$ cat src/rtl/rxa_pkg.sv
// Package: shared constants for the DS3 receive alarm interrupt controller.
// Assumes the source bit positions below are the status/enable layout seen by
// host software; any change here changes the register map.
package rxa_pkg;
    localparam int unsigned NUM_SRC   = 8;   // interrupt sources
    localparam int unsigned X_W       = 2;   // X bits per frame
    localparam int unsigned SRC_PBIT  = 0;
    localparam int unsigned SRC_OOF   = 1;
    localparam int unsigned SRC_AIC   = 2;
    localparam int unsigned SRC_FERF  = 3;
    localparam int unsigned SRC_IDLE  = 4;
    localparam int unsigned SRC_AIS   = 5;
    localparam int unsigned SRC_LOS   = 6;
    localparam int unsigned SRC_CPBIT = 7;
endpackage

$ cat src/rtl/ferf_tracker.sv
// Module: ferf_tracker
// Keeps the far-end receive failure state from the X bits of each frame and
// emits a one-cycle change event whenever a frame flips that state.
// Assumes frm_strobe is a single-cycle pulse and x_bits is valid with it.
module ferf_tracker #(
    parameter int unsigned XW = 2
) (
    input  logic          clk,
    input  logic          rst_n,
    input  logic          frm_strobe,
    input  logic [XW-1:0] x_bits,
    output logic          ferf_state,
    output logic          ferf_chg
);
    logic alarm_now;

    // Purpose: a frame indicates the alarm when every X bit is zero.
    always_comb alarm_now = (x_bits == '0);

    // Purpose: a change event exists only on a strobe that alters the state.
    always_comb ferf_chg = frm_strobe && (alarm_now != ferf_state);

    // Purpose: the state register loads only on a frame strobe.
    always_ff @(posedge clk) begin
        if (!rst_n)          ferf_state <= 1'b0;
        else if (frm_strobe) ferf_state <= alarm_now;
    end

    // all-zero X bits on a strobe declare the alarm.
    p_declare_r2: assert property (@(posedge clk) disable iff (!rst_n)
        (frm_strobe && x_bits == '0) |=> ferf_state);
    // any non-zero X pattern on a strobe clears it.
    p_clear_r3: assert property (@(posedge clk) disable iff (!rst_n)
        (frm_strobe && x_bits != '0) |=> !ferf_state);
    // no strobe, no state movement.
    p_hold_r4: assert property (@(posedge clk) disable iff (!rst_n)
        !frm_strobe |=> $stable(ferf_state));
endmodule

$ cat src/rtl/irq_src_bank.sv
// Module: irq_src_bank
// Holds the enable and clear-on-read status bits for N interrupt sources and
// forms the interrupt request from pending, enabled bits.
// Assumes events are single-cycle pulses; an event is captured only if its
// enable bit is already 1 at that edge.
module irq_src_bank #(
    parameter int unsigned N = 8
) (
    input  logic         clk,
    input  logic         rst_n,
    input  logic [N-1:0] evt,
    input  logic         en_wr,
    input  logic [N-1:0] en_wdata,
    input  logic         st_rd_clr,
    output logic [N-1:0] en_q,
    output logic [N-1:0] st_q,
    output logic         irq
);
    logic [N-1:0] st_nxt;
    logic [N-1:0] pend;

    // Per-source next status: old bits survive unless cleared by a read,
    // enabled events always land (so a same-cycle event outlives the read).
    for (genvar i = 0; i < N; i++) begin : g_src
        assign st_nxt[i] = (st_q[i] & ~st_rd_clr) | (evt[i] & en_q[i]);
        assign pend[i]   = st_q[i] & en_q[i];

        // a disabled, idle bit cannot become set.
        p_drop_disabled_r7: assert property (@(posedge clk) disable iff (!rst_n)
            (!en_q[i] && !st_q[i]) |=> !st_q[i]);
        // an enabled event is visible next cycle even across a read.
        p_event_sticks_r8: assert property (@(posedge clk) disable iff (!rst_n)
            (evt[i] && en_q[i]) |=> st_q[i]);
    end

    // Purpose: enable register, loaded by host writes.
    always_ff @(posedge clk) begin
        if (!rst_n)     en_q <= '0;
        else if (en_wr) en_q <= en_wdata;
    end

    // Purpose: status register, set by events and cleared by reads.
    always_ff @(posedge clk) begin
        if (!rst_n) st_q <= '0;
        else        st_q <= st_nxt;
    end

    // Purpose: request while any enabled bit is pending.
    always_comb irq = |pend;

    // a read with no concurrent enabled event empties the register.
    p_rdclr_r8: assert property (@(posedge clk) disable iff (!rst_n)
        (st_rd_clr && ((evt & en_q) == '0)) |=> (st_q == '0));
endmodule

$ cat src/rtl/host_regs.sv
// Module: host_regs
// Decodes the host port: enable write strobe, status clear-on-read strobe and
// the read data mux. Read data is combinational and gated by the read strobe.
// Assumes host_rd and host_wr are not raised for the same address together.
module host_regs #(
    parameter int unsigned           ADDR_W     = 8,
    parameter int unsigned           DATA_W     = 8,
    parameter int unsigned           STATE_BIT  = 3,
    parameter logic [ADDR_W-1:0]     ADDR_STATE = 8'h11,
    parameter logic [ADDR_W-1:0]     ADDR_EN    = 8'h12,
    parameter logic [ADDR_W-1:0]     ADDR_STAT  = 8'h13
) (
    input  logic [ADDR_W-1:0] host_addr,
    input  logic              host_wr,
    input  logic              host_rd,
    input  logic              ferf_state,
    input  logic [DATA_W-1:0] en_q,
    input  logic [DATA_W-1:0] st_q,
    output logic              en_wr,
    output logic              st_rd_clr,
    output logic [DATA_W-1:0] host_rdata
);
    logic [DATA_W-1:0] state_word;

    // Purpose: place the live alarm state at its bit in the state word.
    always_comb begin
        state_word            = '0;
        state_word[STATE_BIT] = ferf_state;
    end

    // Purpose: only the enable register accepts writes.
    always_comb en_wr = host_wr && (host_addr == ADDR_EN);

    // Purpose: a read of the status register clears it at the edge.
    always_comb st_rd_clr = host_rd && (host_addr == ADDR_STAT);

    // Purpose: read mux, zero outside a read or at unmapped addresses.
    always_comb begin
        host_rdata = '0;
        if (host_rd) begin
            if (host_addr == ADDR_STATE)     host_rdata = state_word;
            else if (host_addr == ADDR_EN)   host_rdata = en_q;
            else if (host_addr == ADDR_STAT) host_rdata = st_q;
        end
    end
endmodule

$ cat src/rtl/ds3_rx_alarm_irq.sv
// Module: ds3_rx_alarm_irq (top)
// Collects the FERF change-of-state event and seven receive event pulses into
// an enable/status register pair on a host port and drives one interrupt.
// Assumes synchronous active-low reset and single-cycle event pulses.
module ds3_rx_alarm_irq #(
    parameter int unsigned       ADDR_W     = 8,
    parameter logic [ADDR_W-1:0] ADDR_STATE = 8'h11,
    parameter logic [ADDR_W-1:0] ADDR_EN    = 8'h12,
    parameter logic [ADDR_W-1:0] ADDR_STAT  = 8'h13
) (
    input  logic                        clk,
    input  logic                        rst_n,
    input  logic                        frm_strobe,
    input  logic [rxa_pkg::X_W-1:0]     x_bits,
    input  logic                        evt_cpbit,
    input  logic                        evt_los,
    input  logic                        evt_ais,
    input  logic                        evt_idle,
    input  logic                        evt_aic,
    input  logic                        evt_oof,
    input  logic                        evt_pbit,
    input  logic [ADDR_W-1:0]           host_addr,
    input  logic                        host_wr,
    input  logic                        host_rd,
    input  logic [rxa_pkg::NUM_SRC-1:0] host_wdata,
    output logic [rxa_pkg::NUM_SRC-1:0] host_rdata,
    output logic                        irq
);
    import rxa_pkg::*;

    logic               ferf_state;
    logic               ferf_chg;
    logic [NUM_SRC-1:0] evt_vec;
    logic [NUM_SRC-1:0] en_q;
    logic [NUM_SRC-1:0] st_q;
    logic               en_wr;
    logic               st_rd_clr;

    // Purpose: route each source to its register bit position.
    always_comb begin
        evt_vec            = '0;
        evt_vec[SRC_PBIT]  = evt_pbit;
        evt_vec[SRC_OOF]   = evt_oof;
        evt_vec[SRC_AIC]   = evt_aic;
        evt_vec[SRC_FERF]  = ferf_chg;
        evt_vec[SRC_IDLE]  = evt_idle;
        evt_vec[SRC_AIS]   = evt_ais;
        evt_vec[SRC_LOS]   = evt_los;
        evt_vec[SRC_CPBIT] = evt_cpbit;
    end

    ferf_tracker #(.XW(X_W)) u_ferf (
        .clk        (clk),
        .rst_n      (rst_n),
        .frm_strobe (frm_strobe),
        .x_bits     (x_bits),
        .ferf_state (ferf_state),
        .ferf_chg   (ferf_chg)
    );

    irq_src_bank #(.N(NUM_SRC)) u_bank (
        .clk       (clk),
        .rst_n     (rst_n),
        .evt       (evt_vec),
        .en_wr     (en_wr),
        .en_wdata  (host_wdata),
        .st_rd_clr (st_rd_clr),
        .en_q      (en_q),
        .st_q      (st_q),
        .irq       (irq)
    );

    host_regs #(
        .ADDR_W     (ADDR_W),
        .DATA_W     (NUM_SRC),
        .STATE_BIT  (SRC_FERF),
        .ADDR_STATE (ADDR_STATE),
        .ADDR_EN    (ADDR_EN),
        .ADDR_STAT  (ADDR_STAT)
    ) u_regs (
        .host_addr  (host_addr),
        .host_wr    (host_wr),
        .host_rd    (host_rd),
        .ferf_state (ferf_state),
        .en_q       (en_q),
        .st_q       (st_q),
        .en_wr      (en_wr),
        .st_rd_clr  (st_rd_clr),
        .host_rdata (host_rdata)
    );

    // a new request needs a prior event or an enable write.
    p_irq_cause_r9: assert property (@(posedge clk) disable iff (!rst_n)
        $rose(irq) |-> ($past(evt_vec != '0) || $past(en_wr)));
    // writes elsewhere than the enable register leave it unchanged.
    p_stray_write_r10: assert property (@(posedge clk) disable iff (!rst_n)
        (host_wr && host_addr != ADDR_EN) |=> $stable(en_q));
    // the request is low in the first cycle after reset.
    p_reset_quiet_r1: assert property (@(posedge clk)
        !rst_n |=> !irq);
endmodule

$ cat config.mk
export PLATFORM = sky130hd
export DESIGN_NAME = ds3_rx_alarm_irq
export DESIGN_NICKNAME = d
export VERILOG_FILES = /design/src/rtl/rxa_pkg.sv /design/src/rtl/ferf_tracker.sv /design/src/rtl/irq_src_bank.sv /design/src/rtl/host_regs.sv /design/src/rtl/ds3_rx_alarm_irq.sv
export SDC_FILE = /design/constraint.sdc
export NUM_CORES = 1
export LEC_CHECK = 0
export BUFFER_PORTS_ARGS = -buffer_cell sky130_fd_sc_hd__buf_2
export CORE_MARGIN = 2
export CORE_UTILIZATION = 48
export DETAILED_ROUTE_END_ITERATION = 6
export HOLD_SLACK_MARGIN = 0.06
export PLACE_DENSITY = 0.82
export SYNTH_ARGS = -nofsm -noshare
export SYNTH_HDL_FRONTEND = slang
export SYNTH_SLANG_ARGS = --single-unit
$ cat constraint.sdc
create_clock -name clk -period 2 [get_ports clk]
set_input_delay 0.4 -clock clk [delete_from_list [all_inputs] [get_ports clk]]
set_output_delay 0.4 -clock clk [all_outputs]
set_load 0.01 [all_outputs]
==> summary.txt <==
Run status
  • Status: finished clean

Routing
  • DRT antenna net count: 0
  • DR iter-0 viols: 13
  • Drt wl/cell: ~13 µm
  • Vias per inst: 5.56
  • Final WL: 1870 µm
  • Router iterations before antenna repair: 4
  • Via count: 823
  • DRC Markers: 0

Global routing
  • Largest net degree at the start of global routing: 25
  • GRT Total Usage: about a fifth
  • First-pass GRT wire length: a little under 3000 µm
  • Initial antenna violation count: 0
  • Global route overflow: 0
  • Number of global-route vias before repair: just over 700

Clocking
  • Num CTS Buffers: 3
  • Clk root buf: clkbuf_4
  • Post-CTS resize count: 0
  • Worst-path clk slew: ~0.090 ns
  • CTS H-tree lvls: 1
  • Deepest clock path buffer count: 2
  • Hold Buf Count CTS: 0
  • CTS tree: built
  • Clk sinks: 17
  • Clk Latency, worst-skew pair: about 0.29 ns
  • Post-CTS setup buffers: 0

Placement
  • GP Congestion: 0.773
  • IO buf count: 38
  • Detailed Place HPWL: around 1500 µm
  • Worst slack at placement: ~0.13 ns

Cells and area
  • Register Area: ~340 µm²
  • Fillers: between 150 and 200
  • Nets: ~160
  • Multi-input logic area: between 400 and 500 µm²
  • Proportion of layout cells with a drive suffix above 1: about 37%
  • ANT cells: 0
  • Area grow syn2layout: 29.0%

Timing
  • Max-slew violations: 0
  • Final worst-path cycle share: between 90% and 100%
  • Final hold vios: 0
  • Setup violators final: 0
  • Min Tclk post-route: 1.86 ns
  • Setup ws final: 0.143 ns
  • Slew at the pin with the worst max-slew slack: around 0.49 ns
  • RSZ-0062 raised after global routing: false
  • Slew headroom: approximately two thirds
  • Skew final: 0.00111 ns
  • Final setup TNS: 0 ns
  • F_max: around 0.54 GHz

Yosys
  • Post-Synth Adder-Cell Area: 0%
  • Synth cell types: 20
  • Mean Syn Cell Area: 9.40 µm²
  • Simple-gate area share of the yosys netlist: about a fifth
  • Synthesized area: approximately 850 µm²
  • Top-area cell type share of the netlist area: about two fifths
  • Synthesized net count: 120
  • Largest cells by area after synthesis: dfxtp_1 (40%), mux2i_1 (19%), a32o_1 (8.3%)
  • Synth warn: 0
  • Seq cells post-synth: 17
  • Register area share after synthesis: about two fifths
  • XOR/XNOR share of the synthesized area: 1.04%
  • Synth area leader: dfxtp_1
  • Post-synthesis compound-gate area fraction: between 15 and 20%
  • Fraction of synthesized area in multiplexers: 20.3%
  • Syn Inst Count: 90
  • Main combinational cell family by area after synthesis: multiplexers

Floorplanning
  • Top Ports: 39
  • Area of the die: roughly 0.0021 mm²
  • Row Count: 15
  • Initial Utilization: between 50 and 60%
  • Chip width: ~46 µm
  • Die span in y: roughly 46 µm
  • Core area: around 0.0017 mm²

Critical path
  • Critical Path AT: about 1.5 ns
  • Crit path max fanout: 7
  • Worst Setup Start Kind: input pin
  • Crit Path Category: in2out
  • Worst EP required: 1.60 ns
  • CP Capture Type: output pin

Power and ir drop
  • Leakage power: between 0.4 and 0.5 nW
  • Pwr Density: 537 mW/mm²
  • Peak supply drop: about 0.45 mV
  • Total power draw: just under 600 µW

Worst hold path
  • HP Class: in2reg

Flow run
  • Max Cap Viol: 0
[report_power, final]
part	internal, mW	switching (mW)
Sequential	0.339	0.000968
Combinational	0.0349	0.0327
Clock	0.0744	0.103
[flip-flops by register name, summed over array words and instances (netlist names)]
name,cells
u_ferf.ferf_state,1
u_bank.st_q,8
u_bank.en_q,8
[metal layers]
layer / global-route usage (%) / routed length (µm) / up-vias / part of all wire (%)
met4: 8.57 / 27 / 0 / 1.4
met2: 32.8 / 892 / 30 / 48
met5: 0 / 0 / - / 0
li1: - / - / 411 / -
met1: 23.7 / 836 / 378 / 45
met3: 3.57 / 115 / 4 / 6.1
[layout make-up]
| type | count | area share (%) |
|---|---|---|
| Clock inverter | 1 | 0.459 |
| Clock buffer | 3 | 2.06 |
| Multi-Input combinational cell | 67 | 43.8 |
| Tap cell | 17 | 1.95 |
| Inverter | 1 | 0.344 |
| Sequential cell | 17 | 31.2 |
| Timing Repair Buffer | 42 | 20.2 |
[cells in the final DEF, fill, tap and decap left out, drive strengths merged, types with 2 or more instances in the layout]
master,synthesis,layout
a22oi,5,5
buf,2,42
nand4,2,2
a32o,7,7
clkbuf,3,3
dfxtp,17,17
nor2,11,11
nand3,2,2
nand2,16,16
mux2i,16,16
[metrics by stage]
stage               hold slack, ns  util (%)  cell area (µm²)  cells
floorplan                    0.449         -              846     90
global placement             0.470      63.0             1060    144
detailed placement           0.484      63.0             1060    144
CTS                          0.348      64.6             1090    148
global route                 0.342      64.6             1090    148
finish                       0.348      64.6             1090    148
[Yosys cell counts (all sizes together)]
cell     number
a22oi         5
a31oi         1
a32o          7
and3          1
and4          1
buf           2
clkbuf        3
dfxtp        17
inv           1
mux2          1
mux2i        16
nand2        16
nand3         2
nand4         2
nor2         11
nor2b         1
nor4b         1
o2bb2ai       1
xnor2         1
[worst paths after layout]
check                          from              to  slack (ns)  cells past startpoint
hold / removal        host_wdata[6]  u_bank.en_q[6]        0.35                      3
setup reg to reg  u_ferf.ferf_state  u_bank.st_q[3]        1.30                      2
setup / recovery       host_addr[7]   host_rdata[6]        0.14                      5
hold reg to reg      u_bank.en_q[6]  u_bank.en_q[6]        0.50                      2
[logic make-up (layout without fill, tap and decap cells)]
family,Yosys count,after routing
mux,17,17
simple gates,35,35
compound gates,14,14
xor+xnor,1,1
flops,17,17
buf+inv,6,47
[critical path, cell delays in order]
cell,delay [ns]
buf_2,0.11
nor4b_4,0.28
nand4_1,0.30
nor2_1,0.21
buf_2,0.15
No activity file was read; power rests on OpenSTA's default activity.
